`src/rtl/kpd_pkg.sv`:
```
package kpd_pkg;

  localparam int unsigned HALF_W = 16;

  typedef enum logic [1:0] {
    MODE_IDLE   = 2'd0,
    MODE_ANYKEY = 2'd1,
    MODE_ONCE   = 2'd2,
    MODE_LOOP   = 2'd3
  } kpd_mode_e;

  // limit a programmed count to the number of rows that exist
  function automatic logic [7:0] clamp_count(input logic [7:0] n, input logic [7:0] lim);
    return (n > lim) ? lim : n;
  endfunction

  // columns at or beyond the programmed width read as released
  function automatic logic [HALF_W-1:0] fill_cols(input logic [HALF_W-1:0] raw,
                                                  input logic [7:0] ncols);
    logic [HALF_W-1:0] r;
    r = raw;
    for (int c = 0; c < int'(HALF_W); c++) begin
      if (c >= int'(ncols)) r[c] = 1'b1;
    end
    return r;
  endfunction

endpackage

```
`src/rtl/kpd_regs.sv`:
```
module kpd_regs
  import kpd_pkg::*;
#(
  parameter int WORD_W = 6
) (
  input  logic              clk,
  input  logic              rst_n,
  input  logic              wr_en,
  input  logic [WORD_W-1:0] word,
  input  logic [31:0]       wdata,
  input  logic              evt_done,
  input  logic              evt_chg,
  input  logic              evt_key,
  input  logic              clr_mode,
  output logic [31:0]       ctrl_q,
  output logic [15:0]       size_q,
  output logic [2:0]        status_q,
  output logic [2:0]        mask_q,
  output logic              irq
);

  localparam logic [WORD_W-1:0] W_CTRL = WORD_W'(0);
  localparam logic [WORD_W-1:0] W_SIZE = WORD_W'(1);
  localparam logic [WORD_W-1:0] W_STAT = WORD_W'(2);
  localparam logic [WORD_W-1:0] W_MASK = WORD_W'(3);

  logic [2:0] stat_set;
  logic [2:0] stat_clr;

  assign stat_set = {evt_key, evt_chg, evt_done};
  assign stat_clr = (wr_en && word == W_STAT) ? wdata[2:0] : 3'b000;

  always_ff @(posedge clk or negedge rst_n) begin
    if (!rst_n) begin
      ctrl_q   <= '0;
      size_q   <= '0;
      status_q <= '0;
      mask_q   <= '0;
    end else begin
      if (wr_en && word == W_CTRL) ctrl_q <= wdata;
      else if (clr_mode)          ctrl_q[1:0] <= 2'b00;
      if (wr_en && word == W_SIZE) size_q <= wdata[15:0];
      if (wr_en && word == W_MASK) mask_q <= wdata[2:0];
      // a new event wins over a clear in the same cycle
      status_q <= (status_q & ~stat_clr) | stat_set;
    end
  end

  assign irq = |(status_q & mask_q);

endmodule

```
`src/rtl/kpd_rowstore.sv`:
```
module kpd_rowstore
  import kpd_pkg::*;
#(
  parameter int ROWS  = 16,
  parameter int IDX_W = 5
) (
  input  logic              clk,
  input  logic              rst_n,
  input  logic              wr_en,
  input  logic [IDX_W-1:0]  wr_row,
  input  logic [HALF_W-1:0] wr_data,
  input  logic [IDX_W-1:0]  cmp_row,
  output logic [HALF_W-1:0] cmp_data,
  input  logic [7:0]        rd_lo_idx,
  input  logic [7:0]        rd_hi_idx,
  output logic [HALF_W-1:0] rd_lo,
  output logic [HALF_W-1:0] rd_hi
);

  localparam int ROW_W = (ROWS > 1) ? $clog2(ROWS) : 1;

  logic [HALF_W-1:0] mem [ROWS];

  for (genvar g = 0; g < ROWS; g++) begin : g_row
    always_ff @(posedge clk or negedge rst_n) begin
      if (!rst_n)                                  mem[g] <= '1;
      else if (wr_en && wr_row == IDX_W'(g))       mem[g] <= wr_data;
    end
  end

  assign cmp_data = (cmp_row < IDX_W'(ROWS)) ? mem[cmp_row[ROW_W-1:0]] : '1;
  assign rd_lo    = (rd_lo_idx < 8'(ROWS))   ? mem[rd_lo_idx[ROW_W-1:0]] : '1;
  assign rd_hi    = (rd_hi_idx < 8'(ROWS))   ? mem[rd_hi_idx[ROW_W-1:0]] : '1;

endmodule

```
`src/rtl/kpd_seq.sv`:
```
module kpd_seq
  import kpd_pkg::*;
#(
  parameter int ROWS  = 16,
  parameter int IDX_W = 5
) (
  input  logic              clk,
  input  logic              rst_n,
  input  kpd_mode_e         mode,
  input  logic [13:0]       row_delay,
  input  logic [15:0]       scan_gap,
  input  logic [7:0]        eff_rows,
  input  logic [7:0]        ncols,
  input  logic [HALF_W-1:0] col_pad,
  input  logic [HALF_W-1:0] cur_data,
  output logic [ROWS-1:0]   row_drive_n,
  output logic [IDX_W-1:0]  row_idx,
  output logic              wr_en,
  output logic [HALF_W-1:0] wr_data,
  output logic              scan_done,
  output logic              scan_chg,
  output logic              key_any
);

  typedef enum logic [1:0] {S_IDLE, S_ROW, S_GAP} seq_state_e;

  seq_state_e  state;
  logic [15:0] cnt;
  logic        chg;

  logic       scanning;
  logic [7:0] row_ext;
  logic       row_live;
  logic       last_row;
  logic       sample_now;
  logic       row_diff;

  assign scanning   = (mode == MODE_ONCE) || (mode == MODE_LOOP);
  assign row_ext    = 8'(row_idx);
  assign row_live   = row_ext < eff_rows;
  assign last_row   = (row_ext + 8'd1) >= eff_rows;
  assign sample_now = scanning && state == S_ROW && cnt == {2'b00, row_delay};

  assign wr_data   = fill_cols(col_pad, ncols);
  assign wr_en     = sample_now && row_live;
  assign row_diff  = wr_en && (wr_data != cur_data);
  assign scan_done = sample_now && last_row;
  assign scan_chg  = scan_done && (chg || row_diff);
  assign key_any   = (mode == MODE_ANYKEY) && !(&col_pad);

  always_comb begin
    row_drive_n = '1;
    if (mode == MODE_ANYKEY)
      row_drive_n = '0;
    else if (scanning && state == S_ROW && row_live)
      row_drive_n = ~(ROWS'(1) << row_idx);
  end

  always_ff @(posedge clk or negedge rst_n) begin
    if (!rst_n) begin
      state   <= S_IDLE;
      cnt     <= '0;
      row_idx <= '0;
      chg     <= 1'b0;
    end else if (!scanning) begin
      state   <= S_IDLE;
      cnt     <= '0;
      row_idx <= '0;
      chg     <= 1'b0;
    end else begin
      case (state)
        S_IDLE: begin
          state   <= S_ROW;
          cnt     <= '0;
          row_idx <= '0;
          chg     <= 1'b0;
        end
        S_ROW: begin
          if (sample_now) begin
            cnt <= '0;
            chg <= chg | row_diff;
            if (last_row) state <= (mode == MODE_LOOP) ? S_GAP : S_IDLE;
            else          row_idx <= row_idx + IDX_W'(1);
          end else begin
            cnt <= cnt + 16'd1;
          end
        end
        S_GAP: begin
          if (cnt == scan_gap) begin
            state   <= S_ROW;
            cnt     <= '0;
            row_idx <= '0;
            chg     <= 1'b0;
          end else begin
            cnt <= cnt + 16'd1;
          end
        end
        default: state <= S_IDLE;
      endcase
    end
  end

endmodule

```
`src/rtl/kpd_scan_top.sv`:
```
module kpd_scan_top
  import kpd_pkg::*;
#(
  parameter int ROWS   = 16,
  parameter int COLS   = 16,
  parameter int ADDR_W = 8
) (
  input  logic              clk,
  input  logic              rst_n,
  input  logic              bus_wr,
  input  logic [ADDR_W-1:0] bus_addr,
  input  logic [31:0]       bus_wdata,
  output logic [31:0]       bus_rdata,
  output logic [ROWS-1:0]   row_drive_n,
  input  logic [COLS-1:0]   col_in_n,
  output logic              irq
);

  localparam int         IDX_W      = $clog2(ROWS + 1);
  localparam int         WORD_W     = ADDR_W - 2;
  localparam int         DATA_WORDS = (ROWS + 1) / 2;
  localparam logic [7:0] ROWS_L     = 8'(ROWS);
  localparam logic [WORD_W-1:0] W_DATA0 = WORD_W'(4);

  logic [31:0]       ctrl_q;
  logic [15:0]       size_q;
  logic [2:0]        status_q;
  logic [2:0]        mask_q;
  logic [1:0]        mode_bits;
  kpd_mode_e         mode;
  logic [7:0]        eff_rows;
  logic [7:0]        ncols;
  logic [HALF_W-1:0] col_pad;
  logic [IDX_W-1:0]  row_idx;
  logic [HALF_W-1:0] cur_data;
  logic              wr_en;
  logic [HALF_W-1:0] wr_data;
  logic              scan_done;
  logic              scan_chg;
  logic              key_any;
  logic              clr_mode;
  logic              aligned;
  logic              reg_wr;
  logic [WORD_W-1:0] word;
  logic [7:0]        pair;
  logic [7:0]        rd_lo_idx;
  logic [7:0]        rd_hi_idx;
  logic [HALF_W-1:0] rd_lo;
  logic [HALF_W-1:0] rd_hi;

  assign aligned   = (bus_addr[1:0] == 2'b00);
  assign reg_wr    = bus_wr && aligned;
  assign word      = bus_addr[ADDR_W-1:2];
  assign mode_bits = ctrl_q[1:0];
  assign mode      = kpd_mode_e'(mode_bits);
  assign eff_rows  = clamp_count(size_q[7:0], ROWS_L);
  assign ncols     = size_q[15:8];
  assign clr_mode  = scan_done && (mode == MODE_ONCE);

  if (COLS >= int'(HALF_W)) begin : g_col_wide
    assign col_pad = col_in_n[HALF_W-1:0];
  end else begin : g_col_narrow
    assign col_pad = {{(int'(HALF_W) - COLS){1'b1}}, col_in_n};
  end

  kpd_regs #(.WORD_W(WORD_W)) u_regs (
    .clk      (clk),
    .rst_n    (rst_n),
    .wr_en    (reg_wr),
    .word     (word),
    .wdata    (bus_wdata),
    .evt_done (scan_done),
    .evt_chg  (scan_chg),
    .evt_key  (key_any),
    .clr_mode (clr_mode),
    .ctrl_q   (ctrl_q),
    .size_q   (size_q),
    .status_q (status_q),
    .mask_q   (mask_q),
    .irq      (irq)
  );

  kpd_seq #(.ROWS(ROWS), .IDX_W(IDX_W)) u_seq (
    .clk         (clk),
    .rst_n       (rst_n),
    .mode        (mode),
    .row_delay   (ctrl_q[15:2]),
    .scan_gap    (ctrl_q[31:16]),
    .eff_rows    (eff_rows),
    .ncols       (ncols),
    .col_pad     (col_pad),
    .cur_data    (cur_data),
    .row_drive_n (row_drive_n),
    .row_idx     (row_idx),
    .wr_en       (wr_en),
    .wr_data     (wr_data),
    .scan_done   (scan_done),
    .scan_chg    (scan_chg),
    .key_any     (key_any)
  );

  assign pair      = 8'(word) - 8'd4;
  assign rd_lo_idx = {pair[6:0], 1'b0};
  assign rd_hi_idx = {pair[6:0], 1'b1};

  kpd_rowstore #(.ROWS(ROWS), .IDX_W(IDX_W)) u_store (
    .clk       (clk),
    .rst_n     (rst_n),
    .wr_en     (wr_en),
    .wr_row    (row_idx),
    .wr_data   (wr_data),
    .cmp_row   (row_idx),
    .cmp_data  (cur_data),
    .rd_lo_idx (rd_lo_idx),
    .rd_hi_idx (rd_hi_idx),
    .rd_lo     (rd_lo),
    .rd_hi     (rd_hi)
  );

  always_comb begin
    bus_rdata = '0;
    if (aligned) begin
      case (word)
        WORD_W'(0): bus_rdata = ctrl_q;
        WORD_W'(1): bus_rdata = {16'h0000, size_q};
        WORD_W'(2): bus_rdata = {29'd0, status_q};
        WORD_W'(3): bus_rdata = {29'd0, mask_q};
        default: begin
          if (word >= W_DATA0 && word < W_DATA0 + WORD_W'(DATA_WORDS))
            bus_rdata = {rd_hi, rd_lo};
        end
      endcase
    end
  end

endmodule

```
`config.mk`:
```
export PLATFORM = sky130hd
export DESIGN_NAME = kpd_scan_top
export DESIGN_NICKNAME = d
export VERILOG_FILES = /design/src/rtl/kpd_pkg.sv /design/src/rtl/kpd_regs.sv /design/src/rtl/kpd_rowstore.sv /design/src/rtl/kpd_seq.sv /design/src/rtl/kpd_scan_top.sv
export SDC_FILE = /design/constraint.sdc
export NUM_CORES = 1
export LEC_CHECK = 0
export ABC_AREA = 1
export BUFFER_PORTS_ARGS = -buffer_cell sky130_fd_sc_hd__buf_2
export CORE_UTILIZATION = 28
export DETAILED_ROUTE_END_ITERATION = 12
export PLACE_DENSITY = 0.44
export SKIP_LAST_GASP = 1
export SLEW_MARGIN = 20
export SYNTH_ARGS = -nofsm -noshare
export SYNTH_HDL_FRONTEND = slang
export SYNTH_SLANG_ARGS = --single-unit
```
`constraint.sdc`:
```
create_clock -name clk -period 8.72 [get_ports clk]
set_clock_uncertainty 0.15 [all_clocks]
set_input_delay 1.744 -clock clk [delete_from_list [all_inputs] [get_ports clk]]
set_output_delay 1.744 -clock clk [all_outputs]
set_load 0.01 [all_outputs]
```
After elaboration in Yosys (flattened, before gate mapping)

Cells that the tools add are included.

Bits of input ports: 59
Output and inout port bits: 49
Memories kept: 0
ROM bits: 0
Latch bits: 0
RAM bits: 0
Register bits after elaboration: 334
Word-level logic and storage cells: 197

Muxes and demuxes: 56
Div/mod/pow operators: 0
Magnitude comparators: 27
Bitwise logic cells: 9
Multipliers: 0
Reduce and logical (&&, ||, !) cells: 44
Shifts and indexed selects: 1
Equality and inequality tests: 31
$add $sub $neg: 4

Operators by type and width:

| operator                                                                            | number |
|---|---|
| 16-bit 2-to-1 mux                                                                   | 14 |
| 16-bit binary-select mux with 4-bit select                                          | 3 |
| 32-bit one-hot mux with 4 select lines                                              | 1 |
| 4-bit by 8-bit greater-or-equal comparator with 1-bit output (first input constant) | 8 |
| 32-bit 2-to-1 mux                                                                   | 2 |
| 16-bit one-hot mux with 3 select lines                                              | 1 |
| 5-bit by 4-bit == test with 1-bit output (second input constant)                    | 8 |
| 3-bit by 8-bit greater-or-equal comparator with 1-bit output (first input constant) | 4 |
| 1-bit logical AND                                                                   | 31 |
| 5-bit by 3-bit == test with 1-bit output (second input constant)                    | 4 |
| 5-bit 2-to-1 mux                                                                    | 4 |
| 1-bit 2-to-1 mux                                                                    | 19 |
| 16-bit by 1-bit adder with 16-bit output (second input constant)                    | 1 |
| 16-bit by 14-bit == test with 1-bit output                                          | 1 |
| 16-bit == test                                                                      | 1 |
| 1-bit by 8-bit greater-or-equal comparator with 1-bit output (first input constant) | 2 |
| 2-bit by 8-bit greater-or-equal comparator with 1-bit output (first input constant) | 2 |
| 8-bit by 5-bit < comparator with 1-bit output (second input constant)               | 2 |
| 16-bit != test                                                                      | 1 |
| 16-bit inverter                                                                     | 1 |
| 16-bit AND reduction                                                                | 1 |
| 1-bit by 5-bit left shift with 16-bit output (first input constant)                 | 1 |
| 5-bit greater-or-equal comparator (second input constant)                           | 3 |
| 4-bit inverter with 5-bit output                                                    | 3 |
| other kinds (36)                                                                    | 54 |

Longest topological paths before layout

Depth after elaboration: 11
Depth in mapped cells: 21
Mapped depth without buffers: 19

Cells and area by module

From an unflattened synthesis, not the netlist that was laid out.

Cell total of the unflattened synthesis: 3893
Area total of the unflattened synthesis: 24636.1 um^2

By module, submodules not included:

| module       | cells each | instances | seq. area each (um^2) | area each (um^2) |
|---|---|---|---|---|
| kpd_rowstore | 2793       | 1         | 6726.5                | 17724.5 |
| kpd_seq      | 574        | 1         | 600.6                 | 3343.2 |
| kpd_regs     | 259        | 1         | 1351.3                | 2253.4 |
| kpd_scan_top | 267        | 1         | 0.0                   | 1315.0 |

Least setup slack after synthesis

OpenSTA, ideal clock, no wires.

Kind: in2out
Start point: input bus_addr[4]
End point: output bus_rdata[21]
Data required time: 6.826 ns
Stages on the path: 8
Path slack: 3.495 ns
Arrival time: 3.331 ns
Cells stage by stage: inv_2 > clkbuf_1 > ha_1 > nand2_1 > clkbuf_1 > clkbuf_1 > a21oi_1 > nor3_1

Longest elaborated chain between the ends: 9

Ends and longest elaborated chain:

| element                                                | RTL line            | RTL |
|---|---|---|
| start: declaration                                     | kpd_scan_top.sv:11  | `input logic [ADDR_W-1:0] bus_addr,` |
| 6-bit by 3-bit subtractor with 7-bit output            | kpd_scan_top.sv:102 | `assign pair = 8'(word) - 8'd4;` |
| 4-bit inverter with 5-bit output (not written as such) | kpd_rowstore.sv:33  | `assign rd_hi = (rd_hi_idx < 8'(ROWS)) ? mem[rd_hi_idx[ROW_W-1:0]] : '1;` |
| 16-bit binary-select mux with 4-bit select             | kpd_rowstore.sv:33  |  |
| 16-bit 2-to-1 mux (not written as such) (2 in a row)   | kpd_rowstore.sv:33  |  |
| 16-bit 2-to-1 mux                                      | kpd_rowstore.sv:33  |  |
| 32-bit 2-to-1 mux                                      | kpd_scan_top.sv:129 | `if (word >= W_DATA0 && word < W_DATA0 + WORD_W'(DATA_WORDS))` |
| 32-bit one-hot mux with 4 select lines (*)             | kpd_scan_top.sv:123 | `case (word)` |
| 32-bit 2-to-1 mux (*)                                  | kpd_scan_top.sv:122 | `if (aligned) begin` |
| end: declaration                                       | kpd_scan_top.sv:13  | `output logic [31:0] bus_rdata,` |

Every way passes the cells marked *; elsewhere a longest branch is shown, timed or not. The select of a mux whose other input is x is not followed.

Final worst setup path

Start point: input bus_addr[4]
End point: output bus_rdata[2]

Longest elaborated chain between the ends: 9

Ends and longest elaborated chain:

| element                                                | RTL line            | RTL |
|---|---|---|
| 6-bit by 3-bit subtractor with 7-bit output            | kpd_scan_top.sv:102 |  |
| 4-bit inverter with 5-bit output (not written as such) | kpd_rowstore.sv:32  | `assign rd_lo = (rd_lo_idx < 8'(ROWS)) ? mem[rd_lo_idx[ROW_W-1:0]] : '1;` |
| 16-bit binary-select mux with 4-bit select             | kpd_rowstore.sv:32  |  |
| 16-bit 2-to-1 mux (not written as such) (2 in a row)   | kpd_rowstore.sv:32  |  |
| 16-bit 2-to-1 mux                                      | kpd_rowstore.sv:32  |  |
| 32-bit 2-to-1 mux                                      | kpd_scan_top.sv:129 |  |
| 32-bit one-hot mux with 4 select lines (*)             | kpd_scan_top.sv:123 |  |
| 32-bit 2-to-1 mux (*)                                  | kpd_scan_top.sv:122 |  |

Marks and branches as above.

==> reports/qor.csv <==
stage,metric,value,unit
clock_network,cts_buffers,42,
route,drc,0,
synth,synth_nets,2846,
flow_run,cap_violations,0,
run_status,outcome,completed,
worst_setup_path,r2r-start,u_regs.size_q[1],
worst_setup_path,critPathLaunch,bus_addr[4],
floorplanning,die_area,73600,um^2
worst_setup_path,rrSetupSlack,4.50,ns
floorplanning,die_w,271,um
final_layout,multiInputGateArea,9420,um^2
timing,max_freq,0.145,GHz
worst_setup_path,cp_common_cell,buf_2,
synth,yosys_warnings,0,
timing,fin_setup_tns,0,ns
worst_setup_path,worstSetupStartpointType,input pin,
worst_setup_path,cp_slowest_cell,inv_1,
route,avgViaCountPerCell,5.06,
synth,ys_types,53,
power_and_ir_drop,vdd_drop_max,0.126,mV
final_layout,utilization,0.319,
final_layout,drive_gt1_frac,0.188,
timing,rsz0062_at_grt,false,
clock_network,cts_sinks,334,
route,num_vias,18887,
placed_design,dp_cells,3659,
placed_design,pre_cts_slack,1.88,ns
synth,synth_ff_type,dfstp_2,
placed_design,portBuffers,107,
route,wirelength,78500,um
final_layout,final_common_cell,nand2_1,
worst_setup_path,endpoint_kind,primary output,
final_layout,fin_nets,2839,
synth,synth_edf_count,0,
route,wire_per_inst,21.0,um
route,ant_nets,0,
timing,min_period,6.90,ns
worst_setup_path,worst_r2r_path_depth,15,
global_routing,antenna_found_initial,4,
floorplanning,io_pins,108,
floorplanning,num_rows,98,
final_layout,stdcell_count,3735,
timing,maxSlewViolCount,0,
timing,relSlewSlack,0.255,
worst_setup_path,cp.required,6.83,ns
global_routing,grt_pass1_vias,18154,
final_layout,final_cell_mix,"741 x nand2_1, 343 x inv_1, 256 x dfstp_2",
worst_setup_path,path_class,input pin to primary output,
placed_design,dp_hpwl,53300,um
global_routing,grt_remaining_overflow,0,
final_layout,n_antenna_cell,0,
worst_setup_path,critPathCapture,bus_rdata[2],
power_and_ir_drop,pwr_density_cell,167,nW/um^2
route,dr.pass1.iters,8,
timing,hold_violations,0,
timing,hold_slack,0.324,ns
clock_network,hold_buffers,0,
floorplanning,die_y,271,um
clock_network,cts_tree,yes,
timing,setup_violations,0,
clock_network,cts.path.max_buffers,3,
worst_setup_path,worstPathMaxFanout,36,
clock_network,clk_pin_slew,0.06,ns
clock_network,cts_max_level,2,
final_layout,fillers,7761,
power_and_ir_drop,leakage,12.4,nW
route,drt_iter0_markers,1807,
final_layout,area_growth,12.5,%
clock_network,post-cts-setup-buffer-count,0,
synth,avgSynthCellArea,7.36,um^2
synth,syn_area,20300,um^2
floorplanning,start_util,0.284,
timing,worst_slew_pin_slew,1.12,ns
placed_design,place_congestion,0.892,
floorplanning,coreArea,71600,um^2
worst_setup_path,cpPeakStageDelay,0.63,ns
worst_setup_path,r2r-end,u_store.mem[202],
global_routing,grt_pass1_wl,118000,um
global_routing,track_usage,0.211,
worst_setup_path,crit_path_cell_trace,buf_2 -> inv_2 -> ha_1 -> nand2_1 -> inv_1 -> a21oi_1 -> nor3_1 -> buf_2,
synth,postSynthCellCount,2760,
worst_hold_path,hp-class,flop to flop,
global_routing,grt_max_degree,145,
clock_network,root_buffer,clkbuf_16,
worst_setup_path,arrival,5.00,ns
clock_network,insertion_delay,0.57,ns
synth,synth_seq_cells,334,
clock_network,cts_resized,0,
timing,fin_crit_sh,0.791,
synth,synthArstFlopShare,1.00,
timing,fin_ws,1.82,ns
final_layout,seq_area,8680,um^2
synth,seq_area_frac_synth,0.427,
-- Yosys cell counts (2+ instances only) --
| library cell | count | area, um^2 |
|---|---|---|
| a21oi_1 | 131 | 656 |
| a221oi_1 | 16 | 140 |
| a22o_1 | 17 | 149 |
| a22oi_1 | 20 | 150 |
| buf_1 | 11 | 41.3 |
| buf_2 | 64 | 320 |
| buf_4 | 4 | 30.0 |
| buf_6 | 17 | 191 |
| clkbuf_1 | 89 | 334 |
| clkinv_1 | 2 | 7.51 |
| dfrtp_1 | 78 | 1950 |
| dfstp_2 | 256 | 6730 |
| ha_1 | 27 | 338 |
| inv_1 | 343 | 1290 |
| inv_2 | 6 | 22.5 |
| mux2_2 | 15 | 169 |
| nand2_1 | 744 | 2790 |
| nand2_4 | 10 | 113 |
| nand3_1 | 197 | 986 |
| nand4_1 | 15 | 93.8 |
| nor2_1 | 157 | 589 |
| nor2_2 | 3 | 18.8 |
| nor2_8 | 3 | 60.1 |
| nor3_1 | 37 | 185 |
| nor4_1 | 2 | 12.5 |
| o211ai_1 | 17 | 128 |
| o21ai_0 | 229 | 1150 |
| o21ai_1 | 97 | 485 |
| o21bai_2 | 3 | 33.8 |
| o221ai_1 | 17 | 149 |
| o22ai_1 | 68 | 425 |
| o2bb2ai_1 | 6 | 52.6 |
| o31ai_1 | 5 | 37.5 |
| xnor2_1 | 28 | 245 |
| xnor2_2 | 2 | 32.5 |
| xor2_1 | 7 | 61.3 |
-- per-layer routing --
metal,vias up,share of wire,global-route usage
li1,8975,-,-
met1,9046,0.44,0.279
met2,710,0.44,0.336
met3,148,0.082,0.0535
met4,8,0.033,0.0699
met5,-,0.00070,0
-- worst max-delay path, delay by kind of cell --
family / cells / cell delay [ns]
and+or+nand+nor: 2 / 0.60
buffers and inverters: 4 / 1.95
AOI/OAI and AO/OA: 1 / 0.29
adders and majority gates: 1 / 0.36
-- stage by stage --
stage                     total power, mW  area, um^2
after floorplan                      1.79       20300
after global placement               1.98       21400
after detailed placement             1.98       21400
after CTS                            3.87       22800
after global routing                 3.96       22900
final                                3.82       22900
-- worst min-delay path by stage --
stage | from | endpoint | slack [ns] | cells past startpoint
global placement | u_store.mem[81] | u_store.mem[81] | 0.31 | 2
floorplan | u_store.mem[107] | u_store.mem[107] | 0.30 | 2
detailed placement | u_store.mem[97] | u_store.mem[97] | 0.32 | 2
CTS | u_store.mem[97] | u_store.mem[97] | 0.32 | 2
finish | u_store.mem[72] | u_store.mem[72] | 0.32 | 2
global route | u_store.mem[72] | u_store.mem[72] | 0.34 | 2
-- logic make-up (layout without fill, tap and decap cells) --
kind of cell | count (synthesis) | after routing | share of synthesized area
other cells | 1 | 1 | 0.000185
xor+xnor | 37 | 37 | 0.0167
mux | 15 | 15 | 0.00831
buf+inv | 538 | 563 | 0.111
fa+ha+maj | 27 | 27 | 0.0166
compound gates | 630 | 630 | 0.177
flops | 334 | 334 | 0.427
simple gates | 1178 | 1178 | 0.243
-- area by class of cell --
cell class | instances | share of cell area
Sequential cell | 334 | 0.380
Clock inverter | 15 | 0.00794
Timing Repair Buffer | 135 | 0.0336
Multi-Input combinational cell | 1888 | 0.412
Clock buffer | 61 | 0.0562
Inverter | 352 | 0.0580
Tap cell | 950 | 0.0520
-- sequential cells by signal, indices dropped and copies added (netlist names) --
name and cells:
u_regs.size_q 16, u_regs.mask_q 3, u_regs.status_q 3, u_store.mem 256, u_seq.row_idx 5, u_seq.state 2
u_seq.chg 1, u_regs.ctrl_q 32, u_seq.cnt 16
-- power breakdown --
| group | switching, mW | internal, mW |
|---|---|---|
| logic | 0.269 | 0.0967 |
| registers | 0.0199 | 1.57 |
| clock network | 0.730 | 1.14 |
Note: power is estimated with default switching activity, not from simulation.
